===== src/rtl/hwloop_pkg.sv =====
// Shared types for the hardware loop controller.
// Assumes: nothing beyond the standard types.
package hwloop_pkg;

    // Per-cycle action chosen by the controller.
    typedef enum logic [2:0] {
        ACT_NONE = 3'd0,  // no change
        ACT_SKIP = 3'd1,  // zero-count setup: jump to stored end
        ACT_LOAD = 3'd2,  // nonzero setup: load a new loop
        ACT_WRAP = 3'd3,  // end reached, iterations remain
        ACT_EXIT = 3'd4   // end reached, last iteration done
    } loop_act_e;

endpackage


===== src/rtl/hwl_count_sel.sv =====
// Chooses the iteration count for a loop setup.
// The immediate carries count minus one; the register carries the count.
// Assumes: CNT_W > IMM_W so that immediate plus one cannot wrap.
module hwl_count_sel #(
    parameter int IMM_W = 8,
    parameter int CNT_W = 16
) (
    input  logic             imm_sel_i,
    input  logic [IMM_W-1:0] imm_i,
    input  logic [CNT_W-1:0] reg_cnt_i,
    output logic [CNT_W-1:0] count_o,
    output logic             zero_o
);
    localparam int PAD_W = CNT_W - IMM_W;

    logic [CNT_W-1:0] imm_ext;

    // Widen the immediate and add the implicit one.
    always_comb begin
        imm_ext = {{PAD_W{1'b0}}, imm_i} + {{(CNT_W-1){1'b0}}, 1'b1};
    end

    // Select the source and flag a zero count.
    always_comb begin
        count_o = imm_sel_i ? imm_ext : reg_cnt_i;
        zero_o  = (count_o == '0);
    end
endmodule


===== src/rtl/hwl_end_detect.sv =====
// Detects that the retiring instruction leads into the loop end address.
// Assumes: pc_i is the address of the instruction retiring this cycle.
module hwl_end_detect #(
    parameter int PC_W = 16
) (
    input  logic [PC_W-1:0] pc_i,
    input  logic [PC_W-1:0] end_q,
    input  logic            active_q,
    input  logic            retire_i,
    output logic            hit_o
);
    localparam logic [PC_W-1:0] ONE = {{(PC_W-1){1'b0}}, 1'b1};

    logic [PC_W-1:0] seq_pc;

    // Sequential successor of the retiring address.
    always_comb begin
        seq_pc = pc_i + ONE;
    end

    // Match only for a live loop and a real retirement.
    always_comb begin
        hit_o = active_q && retire_i && (seq_pc == end_q);
    end
endmodule


===== src/rtl/hwl_state.sv =====
// Holds the loop start, end, remaining count and active flag.
// Assumes: act_i is decoded by the parent and stable within the cycle.
module hwl_state
    import hwloop_pkg::*;
#(
    parameter int PC_W  = 16,
    parameter int CNT_W = 16
) (
    input  logic             clk,
    input  logic             rst_n,
    input  loop_act_e        act_i,
    input  logic [PC_W-1:0]  new_start_i,
    input  logic [PC_W-1:0]  new_end_i,
    input  logic [CNT_W-1:0] new_cnt_i,
    output logic [PC_W-1:0]  start_q,
    output logic [PC_W-1:0]  end_q,
    output logic [CNT_W-1:0] cnt_q,
    output logic             active_q
);
    localparam logic [CNT_W-1:0] CNT_ONE = {{(CNT_W-1){1'b0}}, 1'b1};

    // Address registers: written only by a loop load.
    always_ff @(posedge clk) begin
        if (!rst_n) begin
            start_q <= '0;
            end_q   <= '0;
        end else if (act_i == ACT_LOAD) begin
            start_q <= new_start_i;
            end_q   <= new_end_i;
        end
    end

    // Count and active flag: load, decrement or clear.
    always_ff @(posedge clk) begin
        if (!rst_n) begin
            cnt_q    <= '0;
            active_q <= 1'b0;
        end else begin
            unique case (act_i)
                ACT_LOAD: begin
                    cnt_q    <= new_cnt_i;
                    active_q <= 1'b1;
                end
                ACT_WRAP: begin
                    cnt_q    <= cnt_q - CNT_ONE;
                end
                ACT_EXIT: begin
                    cnt_q    <= '0;
                    active_q <= 1'b0;
                end
                default: begin
                    cnt_q    <= cnt_q;
                    active_q <= active_q;
                end
            endcase
        end
    end
endmodule


===== src/rtl/hwloop_ctrl.sv =====
// Zero-overhead loop controller: one loop level, redirect in the retire cycle.
// Assumes: the core follows ovr_pc_o whenever ovr_vld_o is high, and
// loop offsets are at least two so the end lies beyond the setup.
module hwloop_ctrl
    import hwloop_pkg::*;
#(
    parameter int PC_W  = 16,
    parameter int CNT_W = 16,
    parameter int IMM_W = 8,
    parameter int OFS_W = 8
) (
    input  logic             clk,
    input  logic             rst_n,
    input  logic [PC_W-1:0]  pc_i,
    input  logic             setup_i,
    input  logic             imm_sel_i,
    input  logic [IMM_W-1:0] imm_i,
    input  logic [CNT_W-1:0] reg_cnt_i,
    input  logic [OFS_W-1:0] jmp_ofs_i,
    input  logic             retire_i,
    output logic [PC_W-1:0]  ovr_pc_o,
    output logic             ovr_vld_o,
    output logic             active_o
);
    localparam logic [PC_W-1:0]  PC_ONE  = {{(PC_W-1){1'b0}}, 1'b1};
    localparam logic [CNT_W-1:0] CNT_ONE = {{(CNT_W-1){1'b0}}, 1'b1};
    localparam int               OPAD_W  = PC_W - OFS_W;

    logic [CNT_W-1:0] setup_cnt;
    logic             setup_zero;
    logic             end_hit;
    logic [PC_W-1:0]  start_q;
    logic [PC_W-1:0]  end_q;
    logic [CNT_W-1:0] cnt_q;
    logic             active_q;
    logic [PC_W-1:0]  new_start;
    logic [PC_W-1:0]  new_end;
    loop_act_e        act;

    hwl_count_sel #(
        .IMM_W (IMM_W),
        .CNT_W (CNT_W)
    ) u_cnt (
        .imm_sel_i (imm_sel_i),
        .imm_i     (imm_i),
        .reg_cnt_i (reg_cnt_i),
        .count_o   (setup_cnt),
        .zero_o    (setup_zero)
    );

    hwl_end_detect #(
        .PC_W (PC_W)
    ) u_end (
        .pc_i     (pc_i),
        .end_q    (end_q),
        .active_q (active_q),
        .retire_i (retire_i),
        .hit_o    (end_hit)
    );

    // Addresses a nonzero setup would load.
    always_comb begin
        new_start = pc_i + PC_ONE;
        new_end   = pc_i + {{OPAD_W{1'b0}}, jmp_ofs_i};
    end

    // Action decode: setup first, then the loop-end match.
    always_comb begin
        if (setup_i) begin
            act = setup_zero ? ACT_SKIP : ACT_LOAD;
        end else if (end_hit) begin
            act = (cnt_q == CNT_ONE) ? ACT_EXIT : ACT_WRAP;
        end else begin
            act = ACT_NONE;
        end
    end

    hwl_state #(
        .PC_W  (PC_W),
        .CNT_W (CNT_W)
    ) u_state (
        .clk         (clk),
        .rst_n       (rst_n),
        .act_i       (act),
        .new_start_i (new_start),
        .new_end_i   (new_end),
        .new_cnt_i   (setup_cnt),
        .start_q     (start_q),
        .end_q       (end_q),
        .cnt_q       (cnt_q),
        .active_q    (active_q)
    );

    // Fetch override and status outputs.
    always_comb begin
        ovr_vld_o = (act == ACT_SKIP) || (act == ACT_WRAP);
        ovr_pc_o  = (act == ACT_SKIP) ? end_q : start_q;
        active_o  = active_q;
    end
endmodule


===== config.mk =====
export PLATFORM = sky130hd
export DESIGN_NAME = hwloop_ctrl
export DESIGN_NICKNAME = d
export VERILOG_FILES = /design/src/rtl/hwloop_pkg.sv /design/src/rtl/hwl_count_sel.sv /design/src/rtl/hwl_end_detect.sv /design/src/rtl/hwl_state.sv /design/src/rtl/hwloop_ctrl.sv
export SDC_FILE = /design/constraint.sdc
export NUM_CORES = 1
export LEC_CHECK = 0
export ABC_AREA = 1
export BUFFER_PORTS_ARGS = -buffer_cell sky130_fd_sc_hd__buf_2
export CORE_MARGIN = 8
export CORE_UTILIZATION = 40
export DETAILED_ROUTE_END_ITERATION = 8
export SYNTH_ARGS = -nofsm -noshare
export SYNTH_HDL_FRONTEND = slang
export SYNTH_HIERARCHICAL = 1
export SYNTH_SLANG_ARGS = --single-unit

===== constraint.sdc =====
create_clock -name clk -period 2.5 [get_ports clk]
set_input_delay 0.5 -clock clk [delete_from_list [all_inputs] [get_ports clk]]
set_output_delay 0.5 -clock clk [all_outputs]
set_load 0.01 [all_outputs]

## After elaboration in Yosys (flattened, before gate mapping)

Index checks and enable logic that the tools add are counted.

- Bits in registers: 49
- Bits of input ports: 53
- Output and inout bits: 18
- Word-level logic and storage cells: 28

- Add/subtract/negate cells: 4
- Eq/ne operators: 6
- Multiplexer cells: 8
- Reduce and logical (&&, ||, !) cells: 6

Operators with widths:

| operator | number |
|---|---|
| $pmux 16 s3 | 1 |
| $mux 16 | 2 |
| $add 16x1->16 const B | 1 |
| $add 16x8->16 | 1 |
| $eq 16x1->1 const B | 1 |
| $eq 16x16->1 | 1 |
| $logic_not 16->1 | 1 |
| $sub 16x1->16 const B | 1 |
| $add 8x1->9 const B | 1 |
| $mux 3 | 3 |
| $eq 3x2->1 const B | 2 |
| $eq 3x1->1 const B | 1 |
| $eq 3x3->1 const B | 1 |
| $reduce_bool 3->1 | 1 |
| $logic_and 1x1->1 | 2 |
| $mux 2 | 1 |
| $pmux 1 s2 | 1 |
| $reduce_bool 2->1 | 1 |
| $logic_or 1x1->1 | 1 |

## Logic depth before layout (Yosys ltp)

Gate-level depths: netlist (run 1).

- Word-level depth: 7
- Depth in mapped cells: 21
- Gate-level depth less buffers: 21

## Modules after synthesis

The synthesis (run 1) kept the hierarchy.

Modules (own cells, without submodules):

| module | times used | cells an instance | area each (µm²) | sequential area each (µm²) |
|---|---|---|---|---|
| hwl_state | 1 | 330 | 2230.9 | 980.9 |
| hwloop_ctrl | 1 | 212 | 1212.4 | 0.0 |
| hwl_end_detect | 1 | 156 | 699.4 | 0.0 |
| hwl_count_sel | 1 | 84 | 386.6 | 0.0 |

## Worst setup path before layout (run 1)

No wires, ideal clock.

- Kind: input-to-reg
- Start point: input port imm_i[0]
- End point: register u_state.cnt_q[4]
- Setup time: 114 ps
- Arrival: 2533 ps
- Data required time: 2386 ps
- Setup slack: -147 ps
- Stages: 18
- Path buffers: 2
- Cells stage by stage: ha_1 -> nand3_2 -> nor2_1 -> nor2_1 -> a22oi_1 -> nand2_1 -> nor2_1 -> nand2_2 -> buf_2 -> nand2_1 -> nor2_1 -> nand2_1 -> nand2_2 -> nor2_4 -> inv_6 -> buf_6 -> o211ai_2 -> inv_1

- Word-level cells in the longest chain between the ends: 7
- Elaborated cells on any way between the ends: 10
- Classes of those cells: add/sub: 1; eq/ne: 3; mux: 4; reduce/logical: 2

Ends and longest elaborated chain:

| element | line | text |
|---|---|---|
| start: declaration | hwloop_ctrl.sv:17 | `input logic [IMM_W-1:0] imm_i,` |
| $add 8x1->9 (*) | hwl_count_sel.sv:20 | `imm_ext = {{PAD_W{1'b0}}, imm_i} + {{(CNT_W-1){1'b0}}, 1'b1};` |
| $mux 16 (*) | hwl_count_sel.sv:25 | `count_o = imm_sel_i ? imm_ext : reg_cnt_i;` |
| $logic_not 16->1 (*) | hwl_count_sel.sv:26 | `zero_o = (count_o == '0);` |
| named net setup_zero | hwloop_ctrl.sv:30 | `logic setup_zero;` |
| $mux 2 (*) | hwloop_ctrl.sv:70 | `act = setup_zero ? ACT_SKIP : ACT_LOAD;` |
| $mux 3 (*) | hwloop_ctrl.sv:69 | `if (setup_i) begin` |
| named net act[0] | hwloop_ctrl.sv:38 | `loop_act_e act;` |
| $eq 3x3->1 or $eq 3x2->1 (tied branches) | hwl_state.sv:39 | `unique case (act_i)` |
| $pmux 16 s3 or $reduce_bool 3->1 (tied branches) | - |  |
| end signal: assignment | hwl_state.sv:41 | `cnt_q <= new_cnt_i;` |
| end signal: assignment | hwl_state.sv:45 | `cnt_q <= cnt_q - CNT_ONE;` |
| end signal: assignment | hwl_state.sv:52 | `cnt_q <= cnt_q;` |
| end: declaration | hwl_state.sv:17 | `output logic [CNT_W-1:0] cnt_q,` |

The timed path passes the listed nets; every way through them passes the cells marked *.
A chain may end at the register's enable or synchronous reset.

## Worst setup path in the final report (run 1)

- Start point: input port imm_i[0]
- End point: output port ovr_pc_o[5]

- Word-level cells in the longest chain between the ends: 7

Ends and longest elaborated chain:

| element | line | text |
|---|---|---|
| $add 8x1->9 | hwl_count_sel.sv:20 |  |
| $mux 16 | hwl_count_sel.sv:25 |  |
| named net setup_cnt[1] | hwloop_ctrl.sv:29 | `logic [CNT_W-1:0] setup_cnt;` |
| $logic_not 16->1 | hwl_count_sel.sv:26 |  |
| named net setup_zero | hwloop_ctrl.sv:30 |  |
| $mux 2 | hwloop_ctrl.sv:70 |  |
| $mux 3 | hwloop_ctrl.sv:69 |  |
| $eq 3x1->1 | hwloop_ctrl.sv:97 | `ovr_pc_o = (act == ACT_SKIP) ? end_q : start_q;` |
| $mux 16 | hwloop_ctrl.sv:97 |  |
| end: declaration | hwloop_ctrl.sv:21 | `output logic [PC_W-1:0] ovr_pc_o,` |

The timed path passes the listed nets, and every way through them passes these cells.

==> reports/results.ini, run 1 <==
[power_and_ir_drop]
power_frac_comb_pct=35.3
intPower_mw=1.77
clkPwrFrac_pct=31.0
finalPower_mw=2.67
p_sw_share_pct=33.8
p_leak_nw=3.40
power.density_nw_per_um2=395
seqPwrFrac_pct=33.7
ir_drop_uv=264
p_switching_mw=0.904

[clock_tree]
cts.path.max_buffers=2
numCtsBuffers=5
clk_latency_ps=300
clk_pin_slew_ps=70
htree_num_levels=2
clock-sinks=49
cts_tree=yes
cts_root_buf=clkbuf_16

[detailed_routing]
drc_errors=0
drt_wl_total_um=16600
via_per_inst=5.11
vias=5604
ant_nets=0
drt_iter0_drc=327
wl_per_cell_um=15.1
drt-pass1-iter-count=4

[setup_path]
r2r_cells=18
crit_end=ovr_pc_o[5]
cp-end-kind=output pin
r2r-start=u_state/end_q[9]$_SDFFE_PN0N_
critPathMaxFanout=8
critical_path_class=input pin to output pin
crit_start=imm_i[0]
ff2ff_setup_slack_ps=10
r2r-end=u_state/cnt_q[11]$_SDFFE_PN0P_
cp.required_ps=2000
cp.arrival_ps=2220
start_kind=input pin

[floorplanning]
die-area_um2=15000
num_io_pins=71
initial_utilization_pct=40.4
die_w_um=122
die_y_um=122
design.core.area_um2=11200
core.rowCount=39

[worst_hold_path]
min_path_cells=2
hold_path.class=flip-flop to flip-flop

[timing]
rsz0062_at_grt=yes
drv_slew=0
tns_ps=-4800
finalSetupViolCount=42
fin_worst_skew_ps=5.36
period_share_pct=109
period_minus_slack_ps=2720
slew-limit-headroom_pct=26.8
setup_ws_ps=-215
max_freq_mhz=368
worst_pin_slew_ps=1100
hold_viol_final=0

[synthesis]
synth_area_um2=4530
synthDistinctLibCells=38
yosys_warnings=6
synth_fp_nets=848
ys_seq_area_share_pct=21.7
synth_seq_cells=49
postSynthAreaPerCell_um2=5.79
synth_cells=782

[global_routing]
grt-ovfl-total=0
antenna_found_initial=0
track_usage_pct=20.5
first_global_vias=5298
grt_max_degree=46
grt_pass1_wl_um=24800

[job]
cap_violations=0

[finish]
syn2layout_area_growth_pct=49.4
final_util_pct=60.3
multi_input_area_um2=3500
layout_commonest_cell=nand2_1
fin_cells=1097
regArea_um2=981
fill_cells=1070
drive_above_1_share_pct=33.8
fin_nets=1019
final_cell_mix=nand2_1 (203), nor2_1 (125), inv_1 (89), buf_4 (86), nand3_1 (57)
num_antenna_cells=0

[place]
hpwl_um=11500
place.gp.congestion=0.866
place_inst=1050
place.port_buffers=70
pre_cts_slack_ps=-409

[run_status]
violations=setup timing
status=complete, but fails checks

-- how the worst min path moves through the flow --
stage,from,end,slack [ps]
floorplan,u_state/cnt_q[10]$_SDFFE_PN0P_,u_state/cnt_q[10]$_SDFFE_PN0P_,470
finish,u_state/active_q$_SDFFE_PN0P_,u_state/active_q$_SDFFE_PN0P_,500
CTS,u_state/cnt_q[10]$_SDFFE_PN0P_,u_state/cnt_q[10]$_SDFFE_PN0P_,510
detailed placement,u_state/active_q$_SDFFE_PN0P_,u_state/active_q$_SDFFE_PN0P_,500
global placement,u_state/active_q$_SDFFE_PN0P_,u_state/active_q$_SDFFE_PN0P_,490
global route,u_state/active_q$_SDFFE_PN0P_,u_state/active_q$_SDFFE_PN0P_,530
-- cell type report --
type / count / share of cell area [%]
Multi-Input combinational cell: 618 / 51.7
Timing Repair Buffer: 178 / 22.3
Sequential cell: 49 / 14.5
Inverter: 97 / 5.83
Tap cell: 143 / 2.64
Clock buffer: 7 / 2.11
Timing Repair inverter: 4 / 0.462
Clock inverter: 1 / 0.444
-- power by group through the flow --
stage,logic [mW],registers (mW),clock network (mW)
2_1_floorplan,0.457,0.893,0
6_report,0.944,0.901,0.828
4_1_cts,0.829,0.895,0.842
3_5_place_dp,0.742,0.911,0
5_1_grt,1.04,0.910,0.879
3_3_place_gp,0.731,0.908,0
-- registers in the layout, indices dropped and copies added (netlist names) --
register / cells
u_state/start_q: 16
u_state/active_q: 1
u_state/end_q: 16
u_state/cnt_q: 16
-- cell usage after synthesis --
library cell  instances  area, um^2
a211oi_1              1        7.51
a21oi_1              19        95.1
a22oi_1               1        7.51
mux2_2               16         180
inv_6                 1        8.76
nor2_2                3        18.8
fa_1                  1        20.0
o211ai_2              1        12.5
nor2_4                5        56.3
ha_1                 12         150
nand2_1             218         818
and2_1                3        18.8
buf_2                 4        20.0
dfxtp_1              49         981
xnor2_1               6        52.6
o21ai_2               3        26.3
xor2_1               21         184
nand2_2               6        37.5
nand4_1               6        37.5
nor3_2                1        10.0
o21bai_1              3        22.5
a21o_1                1        7.51
inv_1                90         338
nand3b_1              5        37.5
nor3_4                2        32.5
nand3_1              62         310
inv_2                 6        22.5
or2_2                 2        12.5
clkbuf_1             10        37.5
or2_0                 1        6.26
nor2_1              153         574
o21ai_1              13        65.1
or2_1                 2        12.5
buf_6                 2        22.5
nand3_2               3        30.0
nor3_1                1        5.00
buf_4                 2        15.0
o21ai_0              47         235
-- cells by family after synthesis --
kind of cell	synth area share [%]
XOR/XNOR	5.22
adder cells (fa/ha/maj)	3.76
AND/OR/NAND/NOR	44.6
multiplexers	3.98
flip-flops	21.7
buffers and inverters	10.2
AO/OA/AOI/OAI	10.6
-- stage by stage --
step                      area (um^2)  hold WS [ps]
after floorplan                  4620           465
after global placement           5610           489
after detailed placement         5610           497
after CTS                        6260           507
after global routing             6770           532
final                            6770           498
-- repair_timing --
action                     4_1_cts  5_1_grt
hold buffers                     0        0
gates resized for setup         67      113
setup endpoints to repair       33       66
cloned                           5        6
pin swaps                       15       49
buffers inserted                25        5
-- critical path, cell delays in order --
cell	delay (ps)
buf_8	100
ha_4	230
nand2_2	50
nand2_2	60
nor2_2	140
nand3_2	100
nor2_4	90
nand3_2	90
nor2_4	160
nand2_4	100
buf_16	170
mux2_4	300
buf_6	120
-- per-layer routing --
layer	global-route usage (%)	share of wire [%]
met5	0	0
met1	23.9	41
met3	4.09	5.4
met4	8.76	3.0
met2	35.7	50
Power figures use the tool's default switching activity.
==> run 2: changes to the inputs <==
--- a/config.mk
+++ b/config.mk
@@ -7,9 +7,12 @@
 export LEC_CHECK = 0
 export ABC_AREA = 1
 export BUFFER_PORTS_ARGS = -buffer_cell sky130_fd_sc_hd__buf_2
+export CELL_PAD_IN_SITES_DETAIL_PLACEMENT = 1
+export CELL_PAD_IN_SITES_GLOBAL_PLACEMENT = 2
 export CORE_MARGIN = 8
-export CORE_UTILIZATION = 40
+export CORE_UTILIZATION = 27
 export DETAILED_ROUTE_END_ITERATION = 8
+export PLACE_DENSITY_LB_ADDON = 0.1
 export SYNTH_ARGS = -nofsm -noshare
 export SYNTH_HDL_FRONTEND = slang
 export SYNTH_HIERARCHICAL = 1
==> reports/results.ini, run 2 (synthesis gave the netlist of run 1 again) <==
[run_status]
status=complete, but fails checks  ; unchanged
violations=setup timing  ; unchanged

[detailed_routing]
drt_wl_total_um=19900  ; was 16,600 um
vias=5552  ; was 5,604
ant_nets=0  ; unchanged
drt-pass1-iter-count=4  ; unchanged
via_per_inst=4.70  ; was 5.11
wl_per_cell_um=16.9  ; was 15.1 um
drc_errors=0  ; unchanged
drt_iter0_drc=177  ; was 327

[clock_tree]
cts_tree=yes  ; unchanged
numCtsBuffers=5  ; unchanged
clk_latency_ps=310  ; was 300 ps
clk_pin_slew_ps=70  ; about the same
cts.path.max_buffers=2  ; unchanged
cts_root_buf=clkbuf_16  ; unchanged
clock-sinks=49  ; unchanged
hold_buffers=0  ; unchanged
htree_num_levels=2  ; unchanged

[setup_path]
critPathMaxFanout=8  ; unchanged
crit_slowest_cell=mux2_2  ; was mux2_4
start_kind=input pin  ; unchanged
cp.arrival_ps=2200  ; was 2220 ps
crit_path_cell_trace=buf_8, ha_4, nand2_2, nand2_2, nor2_2, nand3_2, nor2_2, nand3_2, nor2_4, nand2_4, clkbuf_16, mux2_2, buf_6  ; was buf_8, ha_4, nand2_2, nand2_2, nor2_2, nand3_2, nor2_4, nand3_2, nor2_4, nand2_4, buf_16, mux2_4, buf_6
cp.required_ps=2000  ; about the same
critical_path_class=input pin to output pin  ; unchanged
max_stage_delay_ps=290  ; was 300 ps
cp-end-kind=output pin  ; unchanged
critPathBufInv=3  ; unchanged
critPathTopFamily=simple AND/OR/NAND/NOR gates  ; unchanged

[global_routing]
grt_pass1_wl_um=30600  ; was 24,800 um
grt-ovfl-total=0  ; unchanged
antenna_found_initial=0  ; unchanged
grt_max_degree=26  ; was 46
first_global_vias=5985  ; was 5,298
track_usage_pct=17.8  ; was 20.5%

[finish]
fill_cells=2172  ; was 1,070
final_cell_mix=nand2_1 (192), nor2_1 (136), buf_4 (94), inv_1 (87), nand3_1 (53)  ; was nand2_1 (203), nor2_1 (125), inv_1 (89), buf_4 (86), nand3_1 (57)
drive_above_1_share_pct=34.9  ; was 33.8%
layout_commonest_cell=nand2_1  ; unchanged
num_antenna_cells=0  ; unchanged
fin_nets=1026  ; was 1,019
syn2layout_area_growth_pct=52.6  ; was 49.4%
top_regs=u_state/cnt_q: 16 flops, u_state/end_q: 16 flops, u_state/start_q: 16 flops  ; unchanged
multi_input_area_um2=3480  ; was 3500 um^2
regArea_um2=981  ; unchanged

[timing]
period_share_pct=108  ; was 109%
setup_ws_ps=-200  ; was -215 ps
fin_worst_skew_ps=8.40  ; was 5.36 ps
finalSetupViolCount=65  ; was 42
slew-limit-headroom_pct=60.2  ; was 26.8%
max_freq_mhz=370  ; was 368 MHz
rsz0062_at_grt=yes  ; unchanged
drv_slew=0  ; unchanged
hold_viol_final=0  ; unchanged
worst_pin_slew_ps=597  ; was 1100 ps
period_minus_slack_ps=2700  ; was 2720 ps

[floorplanning]
initial_utilization_pct=27.5  ; was 40.4%
die_w_um=146  ; was 122 um
core.rowCount=47  ; was 39
die-area_um2=21200  ; was 15,000 um^2
die_y_um=146  ; was 122 um
design.core.area_um2=16500  ; was 11,200 um^2
num_io_pins=71  ; unchanged

[power_and_ir_drop]
ir_drop_uv=256  ; was 264 uV
power.density_nw_per_um2=390  ; was 395 nW/um^2
p_leak_nw=3.43  ; was 3.40 nW
finalPower_mw=2.69  ; was 2.67 mW

[job]
cap_violations=0  ; unchanged

[place]
pre_cts_slack_ps=-557  ; was -409 ps
place.port_buffers=70  ; unchanged
hpwl_um=14900  ; was 11,500 um
place.gp.congestion=0.821  ; was 0.866

[worst_hold_path]
hold_path.class=flip-flop to flip-flop  ; unchanged

## run 2: cell types whose count changed in the layout (fill, tap and decap cells not counted), moves of 3 or more
cell	previous run	this run
nand2_2	16	27
o21ai_1	12	16
nor2_2	19	12
nand2_1	203	192
nor2_1	125	136
nand3_2	6	9
buf_4	86	94
o21ai_0	21	17
nand3_1	57	53
nor2_4	17	13
## run 2: per-stage QoR
stage	area, um^2	std cells	hold WS, ps	setup TNS (ps)	utilization (%)
2_1_floorplan	4620	782	465	-422	-
3_3_place_gp	5780	1137	490	-21890	35.1
3_5_place_dp	5780	1137	498	-28510	35.1
4_1_cts	6410	1170	517	-3360	38.9
5_1_grt	6910	1181	526	-15630	42.0
6_report	6910	1181	500	-6910	42.0
## run 2: repair_timing
action,4_1_cts,5_1_grt
resized for setup,77,112
setup endpoints to repair,66,66
pin swaps,35,31
cloned,4,4
buffers inserted,21,7
## run 2: routing by layer
| layer | routed length (um) | up-vias | global-route usage, % |
|---|---|---|---|
| li1 | - | 2820 | - |
| met1 | 8570 | 2647 | 19.8 |
| met2 | 10600 | 65 | 34.0 |
| met3 | 397 | 20 | 2.74 |
| met4 | 363 | 0 | 4.79 |
| met5 | 0 | - | 0 |
## run 2: worst paths after layout
kind | cells after the start | slack [ps] | start | endpoint
setup reg to reg | 15 | -50 | u_state/end_q[14]$_SDFFE_PN0N_ | u_state/cnt_q[12]$_SDFFE_PN0P_
hold / removal | 2 | 500 | u_state/start_q[15]$_SDFFE_PN0N_ | u_state/start_q[15]$_SDFFE_PN0N_
setup / recovery | 13 | -200 | imm_i[0] | ovr_pc_o[2]
hold reg to reg | 2 | 500 | u_state/start_q[15]$_SDFFE_PN0N_ | u_state/start_q[15]$_SDFFE_PN0N_
## run 2: where the power goes
group	internal, mW	switching [mW]	total (mW)
registers	0.839	0.0653	0.905
logic	0.407	0.527	0.934
clock network	0.501	0.355	0.856
## run 2: final cells by class
| type | count | share of cell area (%) |
|---|---|---|
| Tap cell | 220 | 3.98 |
| Timing Repair inverter | 3 | 0.434 |
| Clock buffer | 6 | 2.01 |
| Timing Repair Buffer | 186 | 22.9 |
| Clock inverter | 2 | 0.543 |
| Inverter | 97 | 5.59 |
| Multi-Input combinational cell | 618 | 50.4 |
| Sequential cell | 49 | 14.2 |
## run 2: worst register-to-register path: cells and delay by family (launching register included)
kind	cells	cell delay, ps
flip-flops	1	350
AO/OA/AOI/OAI	3	370
AND/OR/NAND/NOR	10	1170
buffers and inverters	1	210
XOR/XNOR	1	350
==> run 3: changes to the inputs <==
--- a/config.mk
+++ b/config.mk
@@ -6,13 +6,15 @@
 export NUM_CORES = 1
 export LEC_CHECK = 0
 export ABC_AREA = 1
+export ABC_CLOCK_PERIOD_IN_PS = 2500
 export BUFFER_PORTS_ARGS = -buffer_cell sky130_fd_sc_hd__buf_2
-export CELL_PAD_IN_SITES_DETAIL_PLACEMENT = 1
+export CELL_PAD_IN_SITES_DETAIL_PLACEMENT = 2
 export CELL_PAD_IN_SITES_GLOBAL_PLACEMENT = 2
 export CORE_MARGIN = 8
 export CORE_UTILIZATION = 27
 export DETAILED_ROUTE_END_ITERATION = 8
 export PLACE_DENSITY_LB_ADDON = 0.1
+export REMOVE_ABC_BUFFERS = 1
 export SYNTH_ARGS = -nofsm -noshare
 export SYNTH_HDL_FRONTEND = slang
 export SYNTH_HIERARCHICAL = 1
==> reports/results.ini, run 3 (synthesis gave the netlist of run 1 again) <==
[timing]
setup_ws_ps=-379  ; was -200 ps
period_minus_slack_ps=2880  ; was 2700 ps
worst_hold_slack_ps=530  ; was 500 ps
max_freq_mhz=347  ; was 370 MHz
finalSetupViolCount=66  ; was 65
tns_ps=-19800  ; was -6910 ps
slew-limit-headroom_pct=61.4  ; was 60.2%
drv_slew=0  ; unchanged
worst_pin_slew_ps=577  ; was 597 ps
hold_viol_final=0  ; unchanged
fin_worst_skew_ps=9.72  ; was 8.40 ps
period_share_pct=115  ; was 108%
rsz0062_at_grt=yes  ; unchanged

[power_and_ir_drop]
ir_drop_uv=241  ; was 256 uV
finalPower_mw=2.80  ; was 2.69 mW
power.density_nw_per_um2=380  ; was 390 nW/um^2
p_leak_nw=3.55  ; was 3.43 nW

[detailed_routing]
drc_errors=0  ; unchanged
drt_wl_total_um=25000  ; was 19,900 um
ant_nets=0  ; unchanged
drt-pass1-iter-count=4  ; unchanged
via_per_inst=5.05  ; was 4.70
vias=6042  ; was 5,552
drt_iter0_drc=219  ; was 177
wl_per_cell_um=20.9  ; was 16.9 um

[place]
pre_cts_slack_ps=-733  ; was -557 ps
place.gp.congestion=0.838  ; was 0.821
hpwl_um=15900  ; was 14,900 um
place.port_buffers=70  ; unchanged
dpl_cell_area_um2=5740  ; was 5780 um^2
place_inst=1141  ; was 1,137

[run_status]
status=complete, but fails checks  ; unchanged
violations=setup timing  ; unchanged

[setup_path]
critical_path_class=input pin to flip-flop  ; was input pin to output pin
critPathMaxFanout=5  ; was 8
crit_slowest_cell=nor3_4  ; was mux2_2
cp.arrival_ps=3080  ; was 2200 ps
crit_path_cell_trace=buf_2, nand2_1, buf_4, inv_1, nand2_2, o21bai_1, nand2_1, nor2_2, nand3_2, nor2_4, nand3_4, o21ai_4, inv_2, nor3_4, buf_12, buf_12, buf_12, inv_12, buf_16, nor2_4, nor2_1  ; was buf_8, ha_4, nand2_2, nand2_2, nor2_2, nand3_2, nor2_2, nand3_2, nor2_4, nand2_4, clkbuf_16, mux2_2, buf_6
cp_common_cell=buf_12
max_stage_delay_ps=270  ; was 290 ps
start_kind=input pin  ; unchanged
cp.required_ps=2700  ; was 2000 ps
cp-end-kind=flip-flop  ; was output pin

[finish]
layout_commonest_cell=nand2_1  ; unchanged
design_area_um2=7360  ; was 6910 um^2
num_antenna_cells=0  ; unchanged
syn2layout_area_growth_pct=62.5  ; was 52.6%
final_util_pct=44.7  ; was 42.0%
drive_above_1_share_pct=39.6  ; was 34.9%
fin_nets=1042  ; was 1,026
top_regs=u_state/cnt_q: 16 flops, u_state/end_q: 16 flops, u_state/start_q: 16 flops  ; unchanged
fin_cells=1197  ; was 1,181
fill_cells=1949  ; was 2,172
final_cell_mix=nand2_1 (197), buf_4 (105), nor2_1 (101), inv_1 (85), nand3_1 (53)  ; was nand2_1 (192), nor2_1 (136), buf_4 (94), inv_1 (87), nand3_1 (53)

[clock_tree]
numCtsBuffers=5  ; unchanged
cts.path.max_buffers=2  ; unchanged
clk_latency_ps=320  ; was 310 ps
htree_num_levels=2  ; unchanged
cts_root_buf=clkbuf_16  ; unchanged
cts_tree=yes  ; unchanged
clock-sinks=49  ; unchanged
clk_pin_slew_ps=70  ; about the same
hold_buffers=0  ; unchanged

[global_routing]
first_global_vias=6972  ; was 5,985
track_usage_pct=22.8  ; was 17.8%
antenna_found_initial=0  ; unchanged
grt_pass1_wl_um=38000  ; was 30,600 um
grt_max_degree=22  ; was 26
grt-ovfl-total=0  ; unchanged

[job]
cap_violations=0  ; unchanged

[floorplanning]
die_w_um=146  ; unchanged
num_io_pins=71  ; unchanged
core.rowCount=47  ; unchanged
design.core.area_um2=16500  ; unchanged
initial_utilization_pct=27.5  ; unchanged
die-area_um2=21200  ; unchanged
die_y_um=146  ; unchanged

[worst_hold_path]
hold_path.class=flip-flop to flip-flop  ; unchanged

## run 3: cell count changes in the layout (fill, tap and decap cells not counted), sizes merged
cell / previous run / this run
clkbuf: 10 / 6
inv: 99 / 100
clkinv: 0 / 1
bufinv: 1 / 0
buf: 182 / 201
## run 3: routing by layer
| layer | global-route usage (%) | part of all wire (%) |
|---|---|---|
| met4 | 11.8 | 5.5 |
| met3 | 3.82 | 3.7 |
| met1 | 22.4 | 37 |
| met5 | 0 | 0 |
| met2 | 44.9 | 54 |
## run 3: repair_timing
action,CTS,global route
hold endpoints to repair,0,0
pin swaps,68,38
resized for setup,214,63
setup endpoints to repair,66,66
cloned,9,0
buffers inserted,40,6
## run 3: report_power, final
group | internal [mW] | switching (mW) | leakage, nW
Clock | 0.405 | 0.357 | 0.0775
Combinational | 0.483 | 0.649 | 3.06
Sequential | 0.839 | 0.0661 | 0.407
## run 3: path summary, 6_finish.rpt
kind                               startpoint                                to  slack (ps)  cells past startpoint
max                                   pc_i[5]   u_state/start_q[7]$_SDFFE_PN0N_        -380                     21
min          u_state/start_q[14]$_SDFFE_PN0N_  u_state/start_q[14]$_SDFFE_PN0N_         530                      2
max reg2reg    u_state/end_q[12]$_SDFFE_PN0N_   u_state/start_q[7]$_SDFFE_PN0N_        -360                     21
min reg2reg  u_state/start_q[14]$_SDFFE_PN0N_  u_state/start_q[14]$_SDFFE_PN0N_         530                      2
## run 3: worst max-delay path, delay by kind of cell
family / cells / cell delay, ps
buf+inv: 9 / 1080
simple gates: 10 / 1160
compound gates: 2 / 300
## run 3: final cells by class
class	instances	area, um^2	share of cell area, %
Tap cell	220	275	3.74
Clock buffer	6	139	1.89
Clock inverter	2	17.5	0.238
Multi-Input combinational cell	618	3770	51.2
Inverter	97	399	5.42
Timing Repair Buffer	201	1730	23.5
Sequential cell	49	981	13.3
Timing Repair inverter	4	51.3	0.697
